File: src/rtl/rvdec_pkg.sv
package rvdec_pkg;

    localparam int INSN_W = 32;
    localparam int OPC_W  = 7;
    localparam int F3_W   = 3;
    localparam int F7_W   = 7;

    localparam logic [OPC_W-1:0] OPC_REG    = 7'b0110011;
    localparam logic [OPC_W-1:0] OPC_IMM    = 7'b0010011;
    localparam logic [OPC_W-1:0] OPC_LOAD   = 7'b0000011;
    localparam logic [OPC_W-1:0] OPC_STORE  = 7'b0100011;
    localparam logic [OPC_W-1:0] OPC_BRANCH = 7'b1100011;
    localparam logic [OPC_W-1:0] OPC_JAL    = 7'b1101111;
    localparam logic [OPC_W-1:0] OPC_JALR   = 7'b1100111;
    localparam logic [OPC_W-1:0] OPC_LUI    = 7'b0110111;
    localparam logic [OPC_W-1:0] OPC_AUIPC  = 7'b0010111;

    localparam logic [F7_W-1:0]  F7_ALT     = 7'b0100000;

    typedef enum logic [2:0] {
        IMM_I = 3'd0,
        IMM_S = 3'd1,
        IMM_B = 3'd2,
        IMM_J = 3'd3,
        IMM_U = 3'd4
    } imm_fmt_e;

    typedef enum logic [3:0] {
        ALU_ADD   = 4'd0,
        ALU_SUB   = 4'd1,
        ALU_SLL   = 4'd2,
        ALU_SLT   = 4'd3,
        ALU_SLTU  = 4'd4,
        ALU_XOR   = 4'd5,
        ALU_SRL   = 4'd6,
        ALU_SRA   = 4'd7,
        ALU_OR    = 4'd8,
        ALU_AND   = 4'd9,
        ALU_PASSB = 4'd10
    } alu_op_e;

    typedef enum logic [1:0] {
        WB_MEM = 2'd0,
        WB_ALU = 2'd1,
        WB_PC4 = 2'd2
    } wb_src_e;

    typedef enum logic [3:0] {
        CL_ILLEGAL,
        CL_REG,
        CL_IMM,
        CL_LOAD,
        CL_STORE,
        CL_BRANCH,
        CL_JAL,
        CL_JALR,
        CL_LUI,
        CL_AUIPC
    } op_class_e;

    typedef struct packed {
        logic     pc_sel;
        imm_fmt_e imm_sel;
        logic     reg_wen;
        logic     br_unsigned;
        logic     a_sel;
        logic     b_sel;
        alu_op_e  alu_sel;
        logic     mem_wr;
        wb_src_e  wb_sel;
    } ctrl_t;

endpackage

File: src/rtl/rvdec_class.sv
module rvdec_class
    import rvdec_pkg::*;
(
    input  logic [OPC_W-1:0] opcode,
    output op_class_e        cls
);

    always_comb begin
        unique case (opcode)
            OPC_REG:    cls = CL_REG;
            OPC_IMM:    cls = CL_IMM;
            OPC_LOAD:   cls = CL_LOAD;
            OPC_STORE:  cls = CL_STORE;
            OPC_BRANCH: cls = CL_BRANCH;
            OPC_JAL:    cls = CL_JAL;
            OPC_JALR:   cls = CL_JALR;
            OPC_LUI:    cls = CL_LUI;
            OPC_AUIPC:  cls = CL_AUIPC;
            default:    cls = CL_ILLEGAL;
        endcase
    end

endmodule

File: src/rtl/rvdec_alu.sv
module rvdec_alu
    import rvdec_pkg::*;
(
    input  op_class_e       cls,
    input  logic [F3_W-1:0] funct3,
    input  logic [F7_W-1:0] funct7,
    output alu_op_e         alu_op
);

    logic    alt_d;
    alu_op_e arith_d;

    always_comb begin
        alt_d = (funct7 == F7_ALT);
        unique case (funct3)
            3'b000:  arith_d = (alt_d && cls == CL_REG) ? ALU_SUB : ALU_ADD;
            3'b001:  arith_d = ALU_SLL;
            3'b010:  arith_d = ALU_SLT;
            3'b011:  arith_d = ALU_SLTU;
            3'b100:  arith_d = ALU_XOR;
            3'b101:  arith_d = alt_d ? ALU_SRA : ALU_SRL;
            3'b110:  arith_d = ALU_OR;
            default: arith_d = ALU_AND;
        endcase

        unique case (cls)
            CL_REG, CL_IMM: alu_op = arith_d;
            CL_LUI:         alu_op = ALU_PASSB;
            default:        alu_op = ALU_ADD;
        endcase
    end

    always_comb begin
        assert_sub_only_reg_R2 : assert (!(alu_op == ALU_SUB) || cls == CL_REG)
            else $error("sub selected outside register-register class");
    end

endmodule

File: src/rtl/rvdec_branch.sv
module rvdec_branch
    import rvdec_pkg::*;
(
    input  logic            is_branch,
    input  logic [F3_W-1:0] funct3,
    input  logic            br_eq,
    input  logic            br_lt,
    output logic            taken,
    output logic            unsigned_cmp
);

    logic valid_d;
    logic cond_d;

    always_comb begin
        // funct3 010/011 are unused branch encodings
        valid_d      = funct3[2] | ~funct3[1];
        cond_d       = funct3[2] ? (br_lt ^ funct3[0]) : (br_eq ^ funct3[0]);
        taken        = is_branch & valid_d & cond_d;
        unsigned_cmp = is_branch & funct3[2] & funct3[1];
    end

    always_comb begin
        assert_taken_needs_branch_R6 : assert (!taken || is_branch)
            else $error("branch taken outside branch class");
        assert_unsigned_needs_branch_R7 : assert (!unsigned_cmp || is_branch)
            else $error("unsigned compare outside branch class");
    end

endmodule

File: src/rtl/rvdec_top.sv
module rvdec_top
    import rvdec_pkg::*;
(
    input  logic [31:0] instr,
    input  logic        br_eq,
    input  logic        br_lt,
    output logic        pc_sel,
    output logic [2:0]  imm_sel,
    output logic        reg_wen,
    output logic        br_unsigned,
    output logic        a_sel,
    output logic        b_sel,
    output logic [3:0]  alu_sel,
    output logic        mem_wr,
    output logic [1:0]  wb_sel
);

    op_class_e cls;
    alu_op_e   alu_op;
    logic      br_taken;
    logic      br_uns;
    ctrl_t     ctrl_d;

    rvdec_class u_class (
        .opcode (instr[OPC_W-1:0]),
        .cls    (cls)
    );

    rvdec_alu u_alu (
        .cls    (cls),
        .funct3 (instr[14:12]),
        .funct7 (instr[31:25]),
        .alu_op (alu_op)
    );

    rvdec_branch u_branch (
        .is_branch    (cls == CL_BRANCH),
        .funct3       (instr[14:12]),
        .br_eq        (br_eq),
        .br_lt        (br_lt),
        .taken        (br_taken),
        .unsigned_cmp (br_uns)
    );

    always_comb begin
        ctrl_d             = '0;
        ctrl_d.imm_sel     = IMM_I;
        ctrl_d.alu_sel     = alu_op;
        ctrl_d.wb_sel      = WB_ALU;
        ctrl_d.br_unsigned = br_uns;
        unique case (cls)
            CL_REG: begin
                ctrl_d.reg_wen = 1'b1;
            end
            CL_IMM: begin
                ctrl_d.reg_wen = 1'b1;
                ctrl_d.b_sel   = 1'b1;
            end
            CL_LOAD: begin
                ctrl_d.reg_wen = 1'b1;
                ctrl_d.b_sel   = 1'b1;
                ctrl_d.wb_sel  = WB_MEM;
            end
            CL_STORE: begin
                ctrl_d.imm_sel = IMM_S;
                ctrl_d.b_sel   = 1'b1;
                ctrl_d.mem_wr  = 1'b1;
            end
            CL_BRANCH: begin
                ctrl_d.imm_sel = IMM_B;
                ctrl_d.a_sel   = 1'b1;
                ctrl_d.b_sel   = 1'b1;
                ctrl_d.pc_sel  = br_taken;
            end
            CL_JAL: begin
                ctrl_d.imm_sel = IMM_J;
                ctrl_d.a_sel   = 1'b1;
                ctrl_d.b_sel   = 1'b1;
                ctrl_d.pc_sel  = 1'b1;
                ctrl_d.reg_wen = 1'b1;
                ctrl_d.wb_sel  = WB_PC4;
            end
            CL_JALR: begin
                ctrl_d.b_sel   = 1'b1;
                ctrl_d.pc_sel  = 1'b1;
                ctrl_d.reg_wen = 1'b1;
                ctrl_d.wb_sel  = WB_PC4;
            end
            CL_LUI: begin
                ctrl_d.imm_sel = IMM_U;
                ctrl_d.b_sel   = 1'b1;
                ctrl_d.reg_wen = 1'b1;
            end
            CL_AUIPC: begin
                ctrl_d.imm_sel = IMM_U;
                ctrl_d.a_sel   = 1'b1;
                ctrl_d.b_sel   = 1'b1;
                ctrl_d.reg_wen = 1'b1;
            end
            default: begin
                ctrl_d = '0;
                ctrl_d.imm_sel = IMM_I;
                ctrl_d.alu_sel = ALU_ADD;
                ctrl_d.wb_sel  = WB_ALU;
            end
        endcase
    end

    assign pc_sel      = ctrl_d.pc_sel;
    assign imm_sel     = ctrl_d.imm_sel;
    assign reg_wen     = ctrl_d.reg_wen;
    assign br_unsigned = ctrl_d.br_unsigned;
    assign a_sel       = ctrl_d.a_sel;
    assign b_sel       = ctrl_d.b_sel;
    assign alu_sel     = ctrl_d.alu_sel;
    assign mem_wr      = ctrl_d.mem_wr;
    assign wb_sel      = ctrl_d.wb_sel;

    always_comb begin
        assert_illegal_safe_R12 : assert (cls != CL_ILLEGAL || (!reg_wen && !mem_wr && !pc_sel))
            else $error("unknown opcode produced a side effect");
        assert_store_no_write_R5 : assert (!mem_wr || !reg_wen)
            else $error("memory write together with register write");
        assert_link_with_jump_R8 : assert (wb_sel != WB_PC4 || (pc_sel && reg_wen))
            else $error("link writeback without redirect");
        assert_redirect_match_R6 : assert (cls != CL_BRANCH || pc_sel == br_taken)
            else $error("branch redirect disagrees with resolver");
    end

endmodule

File: config.mk
export PLATFORM = sky130hd
export DESIGN_NAME = rvdec_top
export DESIGN_NICKNAME = d
export VERILOG_FILES = /design/src/rtl/rvdec_pkg.sv /design/src/rtl/rvdec_class.sv /design/src/rtl/rvdec_alu.sv /design/src/rtl/rvdec_branch.sv /design/src/rtl/rvdec_top.sv
export SDC_FILE = /design/constraint.sdc
export NUM_CORES = 1
export LEC_CHECK = 0
export BUFFER_PORTS_ARGS = -buffer_cell sky130_fd_sc_hd__buf_2
export CAP_MARGIN = 20
export CORE_AREA = 2 2 39 41
export DETAILED_ROUTE_END_ITERATION = 10
export DIE_AREA = 0 0 41 43
export PLACE_DENSITY = 0.82
export SLEW_MARGIN = 20
export SYNTH_ARGS = -nofsm -noshare
export SYNTH_HDL_FRONTEND = slang
export SYNTH_SLANG_ARGS = --single-unit
File: constraint.sdc
create_clock -name vclk -period 1.3
set_clock_uncertainty 0.2 [all_clocks]
set_input_delay 0.195 -clock vclk [all_inputs]
set_output_delay 0.195 -clock vclk [all_outputs]
set_load 0.02 [all_outputs]
== Word level (Yosys, flattened, before mapping) ==
Cells that the tools add are included.

* Register bits: 0
* Bits of input ports: 34
* Word-level logic and storage cells: 57
* Output and inout bits: 15

* Mux-type cells: 15
* Reduce and logical (&&, ||, !) cells: 9
* Bitwise logic cells: 8
* Eq/ne operators: 25

{| class="wikitable"
|+ Operators by type and width
! kind !! number
|-
| $pmux W4 S9 || 1
|-
| $eq A7 B6 Y1 const B || 4
|-
| $pmux W4 S7 || 1
|-
| $eq A7 B7 Y1 const B || 3
|-
| $eq A4 B3 Y1 const B || 4
|-
| $eq A7 B5 Y1 const B || 2
|-
| $pmux W3 S4 || 1
|-
| $eq A3 B3 Y1 const B || 3
|-
| $reduce_or A9 Y1 || 1
|-
| $eq A4 B2 Y1 const B || 2
|-
| $eq A4 B4 Y1 const B || 2
|-
| $mux W1 || 8
|-
| $pmux W4 S2 || 1
|-
| $reduce_or A8 Y1 || 1
|-
| $eq A7 B2 Y1 const B || 1
|-
| $reduce_or A7 Y1 || 1
|-
| $eq A3 B2 Y1 const B || 2
|-
| $reduce_or A2 Y1 || 3
|-
| $and A1 B1 Y1 || 4
|-
| $eq A4 B1 Y1 const B || 1
|-
| $mux W4 || 1
|-
| $pmux W2 S2 || 1
|-
| $eq A3 B1 Y1 const B || 1
|-
| $logic_not A3 Y1 || 1
|-
| 6 further kinds || 7
|}

== Logic depth before layout (Yosys ltp) ==
* Depth after elaboration: 8
* Depth in mapped cells: 5

== Cells and area by module ==
Synthesis repeated with hierarchy kept, for this count alone.

* Cells, all modules: 74
* Area total of the unflattened synthesis: 540.5 um^2

{| class="wikitable"
|+ By module, submodules not included
! module !! instances !! area each (um^2) !! cells an instance
|-
| rvdec_top || 1 || 216.5 || 30
|-
| rvdec_alu || 1 || 191.4 || 25
|-
| rvdec_class || 1 || 91.3 || 14
|-
| rvdec_branch || 1 || 41.3 || 5
|}

== Worst setup path before layout ==
No wires, ideal clock.

* Kind: input -> output
* Start: input port instr[3]
* End: output port a_sel
* Arrival: 1.352 ns
* Cell stages on the path: 4
* Data required time: 0.905 ns
* Path slack: -0.447 ns
* Cells stage by stage: buf_6 -> nor4_2 -> inv_1 -> o22ai_1

* Word-level cells in the longest chain between the ends: 5
* Elaborated cells between the ends (all ways): 15
* Those cells by class: eq/ne (12); mux (2); reduce/logical (1)

{| class="wikitable"
|+ Ends and longest elaborated chain
! item !! RTL line !! source
|-
| from (decl) || rvdec_top.sv:4 || <nowiki>input logic [31:0] instr,</nowiki>
|-
| $eq A7 B5 Y1 (tied with other cells) || rvdec_class.sv:9 || <nowiki>unique case (opcode)</nowiki>
|-
| $pmux W4 S9 (*) || rvdec_class.sv:9 ||
|-
| $eq A4 B3 Y1 or $eq A4 B4 Y1 (tied branches) || rvdec_top.sv:51 || <nowiki>unique case (cls)</nowiki>
|-
| $reduce_or A3 Y1 (no source line) (*) || n/a ||
|-
| $mux W1 (*) || rvdec_top.sv:51 ||
|-
| to (decl) || rvdec_top.sv:11 || <nowiki>output logic a_sel,</nowiki>
|}

Every way passes the cells marked *; elsewhere a longest branch is shown, timed or not.

== Final worst setup path ==
* Start: input port instr[3]
* End: output port alu_sel[0]

* Word-level cells in the longest chain between the ends: 8
* Elaborated cells between the ends (all ways): 26
* Those cells by class: eq/ne (18); mux (5); reduce/logical (3)

{| class="wikitable"
|+ Ends and longest elaborated chain
! item !! RTL line !! source
|-
| $eq A7 B5 Y1 (tied with other cells) || rvdec_class.sv:9 ||
|-
| $pmux W4 S9 (*) || rvdec_class.sv:9 ||
|-
| $eq A4 B1 Y1 || rvdec_alu.sv:16, rvdec_alu.sv:26, rvdec_top.sv:51 ||
|-
| $logic_and A1 B1 Y1 || rvdec_alu.sv:16 || <nowiki>3'b000: arith_d = (alt_d && cls == CL_REG) ? ALU_SUB : ALU_ADD;</nowiki>
|-
| $mux W1 || rvdec_alu.sv:16 ||
|-
| $pmux W4 S7 || rvdec_alu.sv:15 || <nowiki>unique case (funct3)</nowiki>
|-
| $pmux W4 S2 || rvdec_alu.sv:26 || <nowiki>unique case (cls)</nowiki>
|-
| $mux W4 (*) || rvdec_top.sv:51 ||
|-
| to (decl) || rvdec_top.sv:13 || <nowiki>output logic [3:0] alu_sel,</nowiki>
|}

Marks and branches as above.

==> impl_metrics.toml <==
[critical_path]
critPathLaunch = "instr[3]"
cpLargestDelayFamily = "simple AND/OR/NAND/NOR gates"
crit_buf_inv = 2
worst_ep_arrival_time_ns = 1.15
slowest_delay_ns = 0.27
path_cells = "buf_12 -> nor2_4 -> nand2_2 -> or2_4 -> nor4_4 -> buf_4"
crit_type = "input port to output pin"
end_kind = "output pin"
crit_slowest_cell = "or2_4"
cp_max_fo = 4
worstSetupStartpointType = "input port"
required_ns = 0.90

[logic_synthesis]
synth.distinct_cells = 27
synth_fp_nets = 94
syn_inst = 60
post_synth.cell_area_avg_sq_um = 5.735
ys_seq_area_frac = 0
syn_area_sq_um = 344.1
ys_warn_count = 0

[timing]
setup_viol = 14
fmax_ghz = 0.6490
min_period_over_period = 1.185
setup_tns_ns = -1.587
rsz0062_at_grt = "true"
worst_pin_slew_ns = 0.2821
min_period_ns = 1.541
slew_violations = 0
fin_hold_ws_ns = 0.6002
maxSlewHeadroom = 0.8105
final_hold_viol_count = 0
setup_slack_ns = -0.2410

[routing]
vias_per_cell = 4.915
firstDrtPassIters = 2
wl_mm = 1.643
drc = 0
ant_nets = 0
vias = 639
dr.first_iter.drc_count = 4
wl_per_cell_um = 12.64

[final_layout]
drive_gt1_frac = 0.7895
seq_cell_count = 0
diodes = 0
fin_nets = 150
area_growth_pct = 228.0
seq_area_sq_um = 0
fin_util = 0.8156
clkbuf_count = 0

[outcome]
status = "finished with violations"
violations = "negative setup slack"

[global_route]
grt_antenna_before_repair = 0
grtUsageTotal = 0.1952
grt.overflow.total = 0
grt_pass1_wl_mm = 2.463
grt_max_degree = 8
grt_pass1_vias = 628

[power_and_ir_drop]
p_per_area_nw_per_um2 = 254.0
internal_power_mw = 0.1558
p_comb_frac = 1.000
pwr-share-clk = 0
power_switching_mw = 0.1308
pwr-share-seq = 0
peakVddDrop_uv = 146.6
p_sw_frac = 0.4565
leakage_nw = 0.4757

[hold_path]
hp-class = "input port to output pin"
hold_start = "instr[6]"

[die]
chipHeight_um = 43
die_width_um = 41
io_pins = 49
core_sq_um = 1384
initial_core_util = 0.2486
die-area_sq_um = 1763
num_rows = 14

[cts]
ctsHoldBuffers = 0

[placement]
io_buffers = 34
gp_congestion = 0.7248
place_hpwl_mm = 1.157

[job]
drv_cap = 0
[layout by cell type, fill, tap and decap left out, types with 2 or more instances in the layout]
cell	n
a21o_1	2
nand3_4	2
nand2_1	4
nand2_2	4
buf_8	6
nor2_1	6
buf_2	8
buf_6	20
nor2_4	5
nor4_4	3
nand3_1	2
buf_12	2
buf_4	22
o21ai_2	3
inv_1	3
a21oi_4	2
o21ai_1	2
[cells by family after synthesis]
kind of cell / Yosys count / synth area share
XOR/XNOR: 3 / 0.07638
multiplexers: 2 / 0.06182
buffers and inverters: 8 / 0.1163
AO/OA/AOI/OAI: 13 / 0.2218
AND/OR/NAND/NOR: 34 / 0.5236
[worst min-delay path, stage by stage]
cell	delay [ns]
buf_6	0.11
nor4_4	0.06
buf_4	0.12
buf_6	0.12
[per-layer routing]
| metal | vias up | wire (um) | track usage |
|---|---|---|---|
| met5 | - | 0 | 0 |
| met4 | 0 | 0 | 0 |
| met3 | 0 | 79 | 0 |
| met2 | 28 | 984 | 0.4000 |
| met1 | 293 | 579 | 0.2134 |
| li1 | 318 | - | - |
[area by class of cell]
class              count  area (sq um)
repair buffers        58         560.5
multi-input cells     52         530.5
fillers               90         255.2
well taps             16         20.02
inverters              4         17.52
[power groups by stage]
stage | logic [mW] | registers (mW) | clock network [mW]
global route | 0.306 | 0 | 0
CTS | 0.257 | 0 | 0
global placement | 0.180 | 0 | 0
detailed placement | 0.185 | 0 | 0
finish | 0.287 | 0 | 0
floorplan | 0.101 | 0 | 0
[metrics by stage]
stage / setup slack (ns) / instance area, sq um / power [mW] / std cells
5_1_grt: -0.2815 / 1129 / 0.3058 / 130
4_1_cts: -0.2408 / 1045 / 0.2567 / 130
6_report: -0.2410 / 1129 / 0.2866 / 130
3_3_place_gp: -0.2689 / 748.2 / 0.1799 / 124
2_1_floorplan: -0.1655 / 462.9 / 0.1008 / 60
3_5_place_dp: -0.2983 / 748.2 / 0.1853 / 124
[Yosys cell counts, types with 2 or more instances]
| cell | n | area share |
|---|---|---|
| nor4_2 | 2 | 0.073 |
| nor2_1 | 11 | 0.12 |
| o21ai_0 | 3 | 0.044 |
| nor4_1 | 2 | 0.036 |
| inv_1 | 3 | 0.033 |
| nand3_1 | 5 | 0.073 |
| buf_2 | 2 | 0.029 |
| xor2_1 | 2 | 0.051 |
| o21ai_1 | 2 | 0.029 |
| a21o_1 | 2 | 0.044 |
| nand2_1 | 8 | 0.087 |
| a21oi_1 | 3 | 0.044 |
[worst paths after layout]
| path | endpoint | slack, ns | cells past startpoint |
|---|---|---|---|
| worst min-delay path | imm_sel[2] | 0.60 | 4 |
| worst max-delay path | alu_sel[0] | -0.24 | 6 |
[what timing repair did]
action	CTS	global route
setup endpoints to repair	15	15
setup buffers	7	0
gates resized for setup	69	20
pin swaps	19	13
Power figures use the tool's default switching activity.
